### src/rtl/gpio_edge_pkg.sv
package gpio_edge_pkg;

    localparam int BANK_W    = 32;
    localparam int DEF_BANKS = 4;

    typedef logic [BANK_W-1:0] bank_vec_t;

    typedef struct packed {
        bank_vec_t rise;
        bank_vec_t fall;
    } edge_evt_t;

    // Pins able to wake a halted processor, one mask per bank.
    function automatic bank_vec_t wake_set(input int bank);
        case (bank)
            0:       return 32'h8003_FE1B;
            1:       return 32'h0020_01FC;
            2:       return 32'hEC08_0000;
            3:       return 32'h0012_007F;
            default: return '0;
        endcase
    endfunction

    // Bits of a bank that map to implemented pins.
    function automatic bank_vec_t present_set(input int bank, input int lines);
        bank_vec_t m;
        for (int i = 0; i < BANK_W; i++) begin
            m[i] = ((bank * BANK_W + i) < lines);
        end
        return m;
    endfunction

endpackage

### src/rtl/gpio_sync2.sv
module gpio_sync2 #(
    parameter int W = 8
) (
    input  logic         clk,
    input  logic         rst,
    input  logic [W-1:0] d,
    output logic [W-1:0] q
);
    logic [W-1:0] meta;

    always_ff @(posedge clk) begin
        if (rst) begin
            meta <= '0;
            q    <= '0;
        end else begin
            meta <= d;
            q    <= meta;
        end
    end
endmodule

### src/rtl/gpio_edge_bank.sv
module gpio_edge_bank
    import gpio_edge_pkg::*;
#(
    parameter int BANK_IDX  = 0,
    parameter int NUM_LINES = 121
) (
    input  logic      clk,
    input  logic      rst,
    input  bank_vec_t level,
    input  bank_vec_t dir,
    input  bank_vec_t rise_en,
    input  bank_vec_t fall_en,
    input  logic      clr_hit,
    input  bank_vec_t clr_mask,
    output bank_vec_t status,
    output logic      wake_hit
);
    localparam bank_vec_t PRESENT = present_set(BANK_IDX, NUM_LINES);
    localparam bank_vec_t WAKEUP  = wake_set(BANK_IDX) & PRESENT;

    bank_vec_t prev;
    bank_vec_t live_in;
    bank_vec_t clr_bits;
    edge_evt_t evt;

    always_comb begin
        live_in  = ~dir & PRESENT;
        evt.rise = level & ~prev & rise_en & live_in;
        evt.fall = ~level & prev & fall_en & live_in;
        clr_bits = clr_hit ? clr_mask : '0;
        wake_hit = |((level ^ prev) & ~dir & WAKEUP);
    end

    always_ff @(posedge clk) begin
        if (rst) begin
            prev   <= '0;
            status <= '0;
        end else begin
            prev   <= level;
            status <= (status & ~clr_bits) | evt.rise | evt.fall;
        end
    end
endmodule

### src/rtl/gpio_irq_fold.sv
module gpio_irq_fold #(
    parameter int NPINS  = 128,
    parameter int NBANKS = 4
) (
    input  logic              clk,
    input  logic              rst,
    input  logic [NPINS-1:0]  status,
    input  logic [NBANKS-1:0] wake_hits,
    input  logic              halted,
    output logic              irq_pin0,
    output logic              irq_pin1,
    output logic              irq_shared,
    output logic              wake_req
);
    always_ff @(posedge clk) begin
        if (rst) begin
            irq_pin0   <= 1'b0;
            irq_pin1   <= 1'b0;
            irq_shared <= 1'b0;
            wake_req   <= 1'b0;
        end else begin
            irq_pin0   <= status[0];
            irq_pin1   <= status[1];
            irq_shared <= |status[NPINS-1:2];
            wake_req   <= halted & (|wake_hits);
        end
    end
endmodule

### src/rtl/gpio_edge_irq.sv
module gpio_edge_irq
    import gpio_edge_pkg::*;
#(
    parameter int NUM_BANKS = DEF_BANKS,
    parameter int NUM_LINES = 121,
    parameter int SEL_W     = (NUM_BANKS > 1) ? $clog2(NUM_BANKS) : 1
) (
    input  logic                          clk,
    input  logic                          rst,
    input  logic [NUM_BANKS*BANK_W-1:0]   pin_in,
    input  logic [NUM_BANKS*BANK_W-1:0]   pin_dir,
    input  logic [NUM_BANKS*BANK_W-1:0]   rise_en,
    input  logic [NUM_BANKS*BANK_W-1:0]   fall_en,
    input  logic                          clr_valid,
    input  logic [SEL_W-1:0]              clr_bank,
    input  logic [BANK_W-1:0]             clr_mask,
    input  logic                          halted,
    output logic [NUM_BANKS*BANK_W-1:0]   status_out,
    output logic                          irq_pin0,
    output logic                          irq_pin1,
    output logic                          irq_shared,
    output logic                          wake_req
);
    localparam int NPINS = NUM_BANKS * BANK_W;

    logic [NPINS-1:0]     level_s;
    logic [NUM_BANKS-1:0] wake_hits;

    gpio_sync2 #(.W(NPINS)) u_sync (
        .clk (clk),
        .rst (rst),
        .d   (pin_in),
        .q   (level_s)
    );

    for (genvar b = 0; b < NUM_BANKS; b++) begin : g_bank
        gpio_edge_bank #(
            .BANK_IDX  (b),
            .NUM_LINES (NUM_LINES)
        ) u_bank (
            .clk      (clk),
            .rst      (rst),
            .level    (level_s[b*BANK_W +: BANK_W]),
            .dir      (pin_dir[b*BANK_W +: BANK_W]),
            .rise_en  (rise_en[b*BANK_W +: BANK_W]),
            .fall_en  (fall_en[b*BANK_W +: BANK_W]),
            .clr_hit  (clr_valid && (clr_bank == SEL_W'(b))),
            .clr_mask (clr_mask),
            .status   (status_out[b*BANK_W +: BANK_W]),
            .wake_hit (wake_hits[b])
        );
    end

    gpio_irq_fold #(.NPINS(NPINS), .NBANKS(NUM_BANKS)) u_fold (
        .clk        (clk),
        .rst        (rst),
        .status     (status_out),
        .wake_hits  (wake_hits),
        .halted     (halted),
        .irq_pin0   (irq_pin0),
        .irq_pin1   (irq_pin1),
        .irq_shared (irq_shared),
        .wake_req   (wake_req)
    );
endmodule

### config.mk
export PLATFORM = sky130hd
export DESIGN_NAME = gpio_edge_irq
export DESIGN_NICKNAME = d
export VERILOG_FILES = /design/src/rtl/gpio_edge_pkg.sv /design/src/rtl/gpio_sync2.sv /design/src/rtl/gpio_edge_bank.sv /design/src/rtl/gpio_irq_fold.sv /design/src/rtl/gpio_edge_irq.sv
export SDC_FILE = /design/constraint.sdc
export NUM_CORES = 1
export LEC_CHECK = 0
export BUFFER_PORTS_ARGS = -buffer_cell sky130_fd_sc_hd__buf_4
export CAP_MARGIN = 10
export CORE_AREA = 2 2 267 269
export DETAILED_ROUTE_END_ITERATION = 10
export DIE_AREA = 0 0 269 271
export PLACE_DENSITY = 0.58
export SYNTH_ARGS = -nofsm -noshare
export SYNTH_HDL_FRONTEND = slang
export SYNTH_SLANG_ARGS = --single-unit
### constraint.sdc
create_clock -name clk -period 5 [get_ports clk]
set_clock_uncertainty 0.2 [all_clocks]
set_input_delay 0.5 -clock clk [delete_from_list [all_inputs] [get_ports clk]]
set_output_delay 0.5 -clock clk [all_outputs]
set_load 0.05 [all_outputs]
# Word-level counts from Yosys, hierarchy flattened
# Index checks and enable logic that the tools add are counted.
# word_totals
ff_bits,516
latchBits,0
mem_bits_rw,0
romBits,0
input_bits,550
output_inout_bits,132
elab_cells,89
mem_count,0
# op_classes
addsub,0
mul,0
div_mod_pow,0
n_lt_le_gt_ge,0
n_eq_ne,3
n_shift,0
muxes,4
bitwise,61
n_reduce_logical,7
# ops
cell,n
32-bit bitwise AND,28
32-bit inverter,15
32-bit OR,8
32-bit 2-to-1 mux,4
126-bit OR reduction,1
32-bit by 25-bit bitwise AND with 32-bit output,2
32-bit XOR,2
37-bit OR reduction,1
25-bit inverter,1
22-bit bitwise AND,1
22-bit XOR,1
21-bit bitwise AND,1
21-bit XOR,1
2-bit == test (second input constant),2
1-bit logical AND,4
2-bit by 1-bit == test with 1-bit output (second input constant),1
2-bit zero test,1
1-bit bitwise AND,1

# Depth between registers and ports, before layout
# logic_depth
word_depth,7
ltp_mapped,6
ltp_nobuf,6

# Cells and area by module
# A second synthesis with hierarchy kept.
# hier_totals
hier_cells,1760
hier_area_um2,18227.5
# modules_own_cells
mod,n_inst,cells_per_inst,area_each_um2,seq_area_each_um2
gpio_sync2,1,540,6864.1,5124.9
gpio_edge_bank at g_bank[0].u_bank,1,319,2947.8,1281.2
gpio_edge_bank at g_bank[1].u_bank,1,295,2777.7,1281.2
gpio_edge_bank at g_bank[2].u_bank,1,288,2741.4,1281.2
gpio_edge_bank at g_bank[3].u_bank,1,263,2481.1,1141.1
gpio_irq_fold,1,51,377.9,80.1
gpio_edge_irq,1,4,37.5,0.0

# Worst setup path before layout
# No wires, ideal clock.
# synth_path
kind,register to register
start,register g_bank[0].u_bank.prev[13]
end,register u_fold.wake_req
setup_ns,0.122
arrival_ns,1.394
required_ns,4.678
path_slack_ns,3.283
stages_incl_launch_ff,7
n_path_buf,0
synth_period_minus_slack_ns,1.717
path_cell_list,dfxtp_1 > inv_1 > ha_1 > o22ai_1 > or4_4 > nor4_4 > a21oi_2
# synth_between
elab_chain_len,4
# synth_lines
item,line,source
"start, declared",gpio_edge_bank.sv:21,bank_vec_t prev;
"start signal, assigned",gpio_edge_bank.sv:39,prev <= level;
32-bit XOR,gpio_edge_bank.sv:31,wake_hit = |((level ^ prev) & ~dir & WAKEUP);
32-bit bitwise AND,gpio_edge_bank.sv:31,
37-bit OR reduction,gpio_irq_fold.sv:25,wake_req <= halted & (|wake_hits);
1-bit bitwise AND,gpio_irq_fold.sv:25,
"end signal, assigned",gpio_irq_fold.sv:25,
"end, declared",gpio_irq_fold.sv:13,output logic wake_req
# Every way passes these cells.
# A chain may end at the register's enable or synchronous reset.

# Final worst setup path
# layout_path
start,register g_bank[1].u_bank.status[15]
end,register u_fold.irq_shared
# layout_between
elab_chain_len,1
# layout_lines
item,line,source
"start, declared",gpio_edge_bank.sv:15,"output bank_vec_t status,"
"start signal, assigned",gpio_edge_bank.sv:40,status <= (status & ~clr_bits) | evt.rise | evt.fall;
126-bit OR reduction,gpio_irq_fold.sv:24,irq_shared <= |status[NPINS-1:2];
"end signal, assigned",gpio_irq_fold.sv:24,
"end, declared",gpio_irq_fold.sv:12,"output logic irq_shared,"
# Every way passes these cells.

==> impl_metrics.env <==
export IMPL_clock_sinks=495
export IMPL_fin_crit_ps=2514
export IMPL_syn_cell_area_sq_um=17820
export IMPL_sequential_element_share_of_the_synthesized_area=0.5560
export IMPL_grt_use_met1=0.2307
export IMPL_required_ps=5240
export IMPL_hpwlAfterDp_microns=58260
export IMPL_fmaxAchievable_ghz=0.3977
export IMPL_ctsResizeCount=0
export IMPL_h_tree_depth=2
export IMPL_tritoncts="done"
export IMPL_synth_async_reset_ratio=0
export IMPL_synth_seq_cells=495
export IMPL_die_height_microns=271
export IMPL_grt_antenna_before_repair=7
export IMPL_tightest_slew_ps=1056
export IMPL_clkTransAtPathRegs_ps=60
export IMPL_worst_setup_path_start_kind="flip-flop"
export IMPL_post_synth_inst_count=1855
export IMPL_timing_hold_ws_ps=30.51
export IMPL_cell_variety_after_synth=25
export IMPL_grt_setup_unrepaired="false"
export IMPL_core_area_sq_um=69790
export IMPL_drtPass1Iterations=5
export IMPL_place_ws_ps=2340
export IMPL_grt_busiest_layer="met2"
export IMPL_io_pins=682
export IMPL_synthesis_nets=2479
export IMPL_die_area_sq_um=72900
export IMPL_met3_global_route_usage=0.04560
export IMPL_finalHoldViolCount=0
export IMPL_synth_top_flop_cell="dfxtp_1"
export IMPL_post_cts_repair_setup_buffers=0
export IMPL_path_max_fanout=3
export IMPL_synth_area_top_cells="dfxtp_1 (56%), nor2b_1 (12%), nand3b_1 (7.1%)"
export IMPL_ant_nets=0
export IMPL_root_buffer="clkbuf_16"
export IMPL_maximum_number_of_pins_on_one_net_before_global_route_repair=155
export IMPL_ys_warnings_count=0
export IMPL_avgSynthCellArea_sq_um=9.608
export IMPL_timing_final_setup_violations=0
export IMPL_timing_max_slew_rel_slack=0.2958
export IMPL_max_vdd_ir_drop_mv=0.2274
export IMPL_clk_latency_worst_skew_pair_ps=590
export IMPL_vias_per_cell=4.395
export IMPL_routed_wl_microns=74070
export IMPL_number_of_global_route_vias_before_repair=16880
export IMPL_rows=97
export IMPL_status="finished clean"
export IMPL_final_setup_worst_slack_ps=2486
export IMPL_first_iter_violations=844
export IMPL_finalCritPeriodShare=0.5029
export IMPL_met2_usage=0.3484
export IMPL_groute_usage_overall=0.1963
export IMPL_port_buffers=653
export IMPL_layout_drive_gt1_share=0.2767
export IMPL_p_leak_uw=0.01146
export IMPL_die_width_microns=269
export IMPL_fin_setup_tns_ps=0
export IMPL_report_final_slew_viol_count=0
export IMPL_gp_congestion=0.8572
export IMPL_synth_cells_most_frequent="dfxtp_1 (495), nor2b_1 (328), a21oi_1 (213)"
export IMPL_synthMostInstantiatedCell="dfxtp_1"
export IMPL_criticalPathCategory="flip-flop to flip-flop"
export IMPL_drc=0
export IMPL_cp_end_kind="flip-flop"
export IMPL_hold_path_class="input port to flip-flop"
export IMPL_grt_first_pass_wirelength_microns=105200
export IMPL_routed_wire_length_per_instance_microns=20.08
export IMPL_ctsLongestPathBuffers=3
export IMPL_max_cap_viols=0
export IMPL_synth_area_leader_cell="dfxtp_1"
export IMPL_crit_arrival_ps=2760
export IMPL_cts_inserted_buffers=55
export IMPL_post_synth_top_area_fraction=0.5560
export IMPL_design_final_nets=3328
export IMPL_overflow_left_after_global_routing=0
export IMPL_num_vias=16210
export IMPL_synth_edf_count=0
export IMPL_area_growth_syn_to_layout_pct=54.41
export IMPL_power_density_nw_per_um2=341.1
export IMPL_start_util=0.2554
-- state kept, by name, indices dropped and copies added (netlist names) --
name and count:
g_bank.u_bank.prev 121, g_bank.u_bank.status 128, u_fold.irq_pin0 1, u_fold.irq_pin1 1
u_fold.irq_shared 1, u_fold.wake_req 1, u_sync.meta 121, u_sync.q 121
-- cells by family (layout without fill, tap and decap cells) --
logic type	after synthesis	count (layout)	synth area share
compound gates	269	269	0.08284
fa+ha+maj	74	74	0.05195
buf+inv	144	1036	0.03398
flops	495	495	0.5560
other cells	0	2	0
simple gates	873	873	0.2753
-- metrics by stage --
stage | total power (uW) | instance area [sq um] | instances | utilization
after floorplan | 4634 | 17820 | 1855 | -
after global placement | 5215 | 23720 | 3390 | 0.3399
after detailed placement | 5235 | 23720 | 3390 | 0.3399
after CTS | 9511 | 27520 | 3687 | 0.3943
after global routing | 9754 | 27520 | 3688 | 0.3943
final | 9388 | 27520 | 3689 | 0.3944
-- layer usage --
layer | up-vias | part of all wire
li1 | 7851 | -
met1 | 7690 | 0.40
met2 | 544 | 0.49
met3 | 125 | 0.072
met4 | 2 | 0.029
met5 | - | 0.00018
-- placed cells by master (no fill, tap or decap), drive strengths merged, types with 10 or more instances in the layout --
cell,count
nand3b,168
nor2b,328
nor4,36
a22oi,37
inv,77
nand2,121
buf,665
clkbuf,79
ha,74
dfxtp,495
nor2,197
dlygate4sd3,197
clkinv,10
a21oi,214
o22ai,16
-- timing repair --
action,in CTS,in global routing
hold buffers,197,0
endpoints found under the hold margin,197,0
endpoints found under the setup margin,0,0
-- path summary, 6_finish.rpt --
kind / startpoint / to / slack [ps] / cells after the start
worst min register to register: u_sync.meta[8] / u_sync.q[8] / 230 / 1
worst max-delay path: g_bank[1].u_bank.status[15] / u_fold.irq_shared / 2490 / 4
worst max register to register: g_bank[1].u_bank.status[15] / u_fold.irq_shared / 2490 / 4
worst min-delay path: pin_dir[70] / g_bank[2].u_bank.status[6] / 30 / 4
-- cell type report --
class                           count  area (sq um)
Fill cell                        6880         42260
Tap cell                          940          1176
Clock inverter                     21         249.0
Sequential cell                   495          9910
Multi-Input combinational cell   1216          7318
Clock buffer                       79          1577
Antenna cell                        2         5.005
Inverter                           74         277.8
Timing Repair Buffer              862          7009
-- power by group --
group	total, uW	switching, uW	internal (uW)
Combinational	1090	525	565
Clock	4120	1680	2440
Sequential	4170	81.0	4090
Total	9390	2280	7100
-- worst max-delay path, stage by stage, from the launching register on --
cell	delay, ps
dfxtp_1	320
nor4_1	580
nand4_1	390
nor4_1	740
a21oi_1	130
No activity file was read; power rests on OpenSTA's default activity.
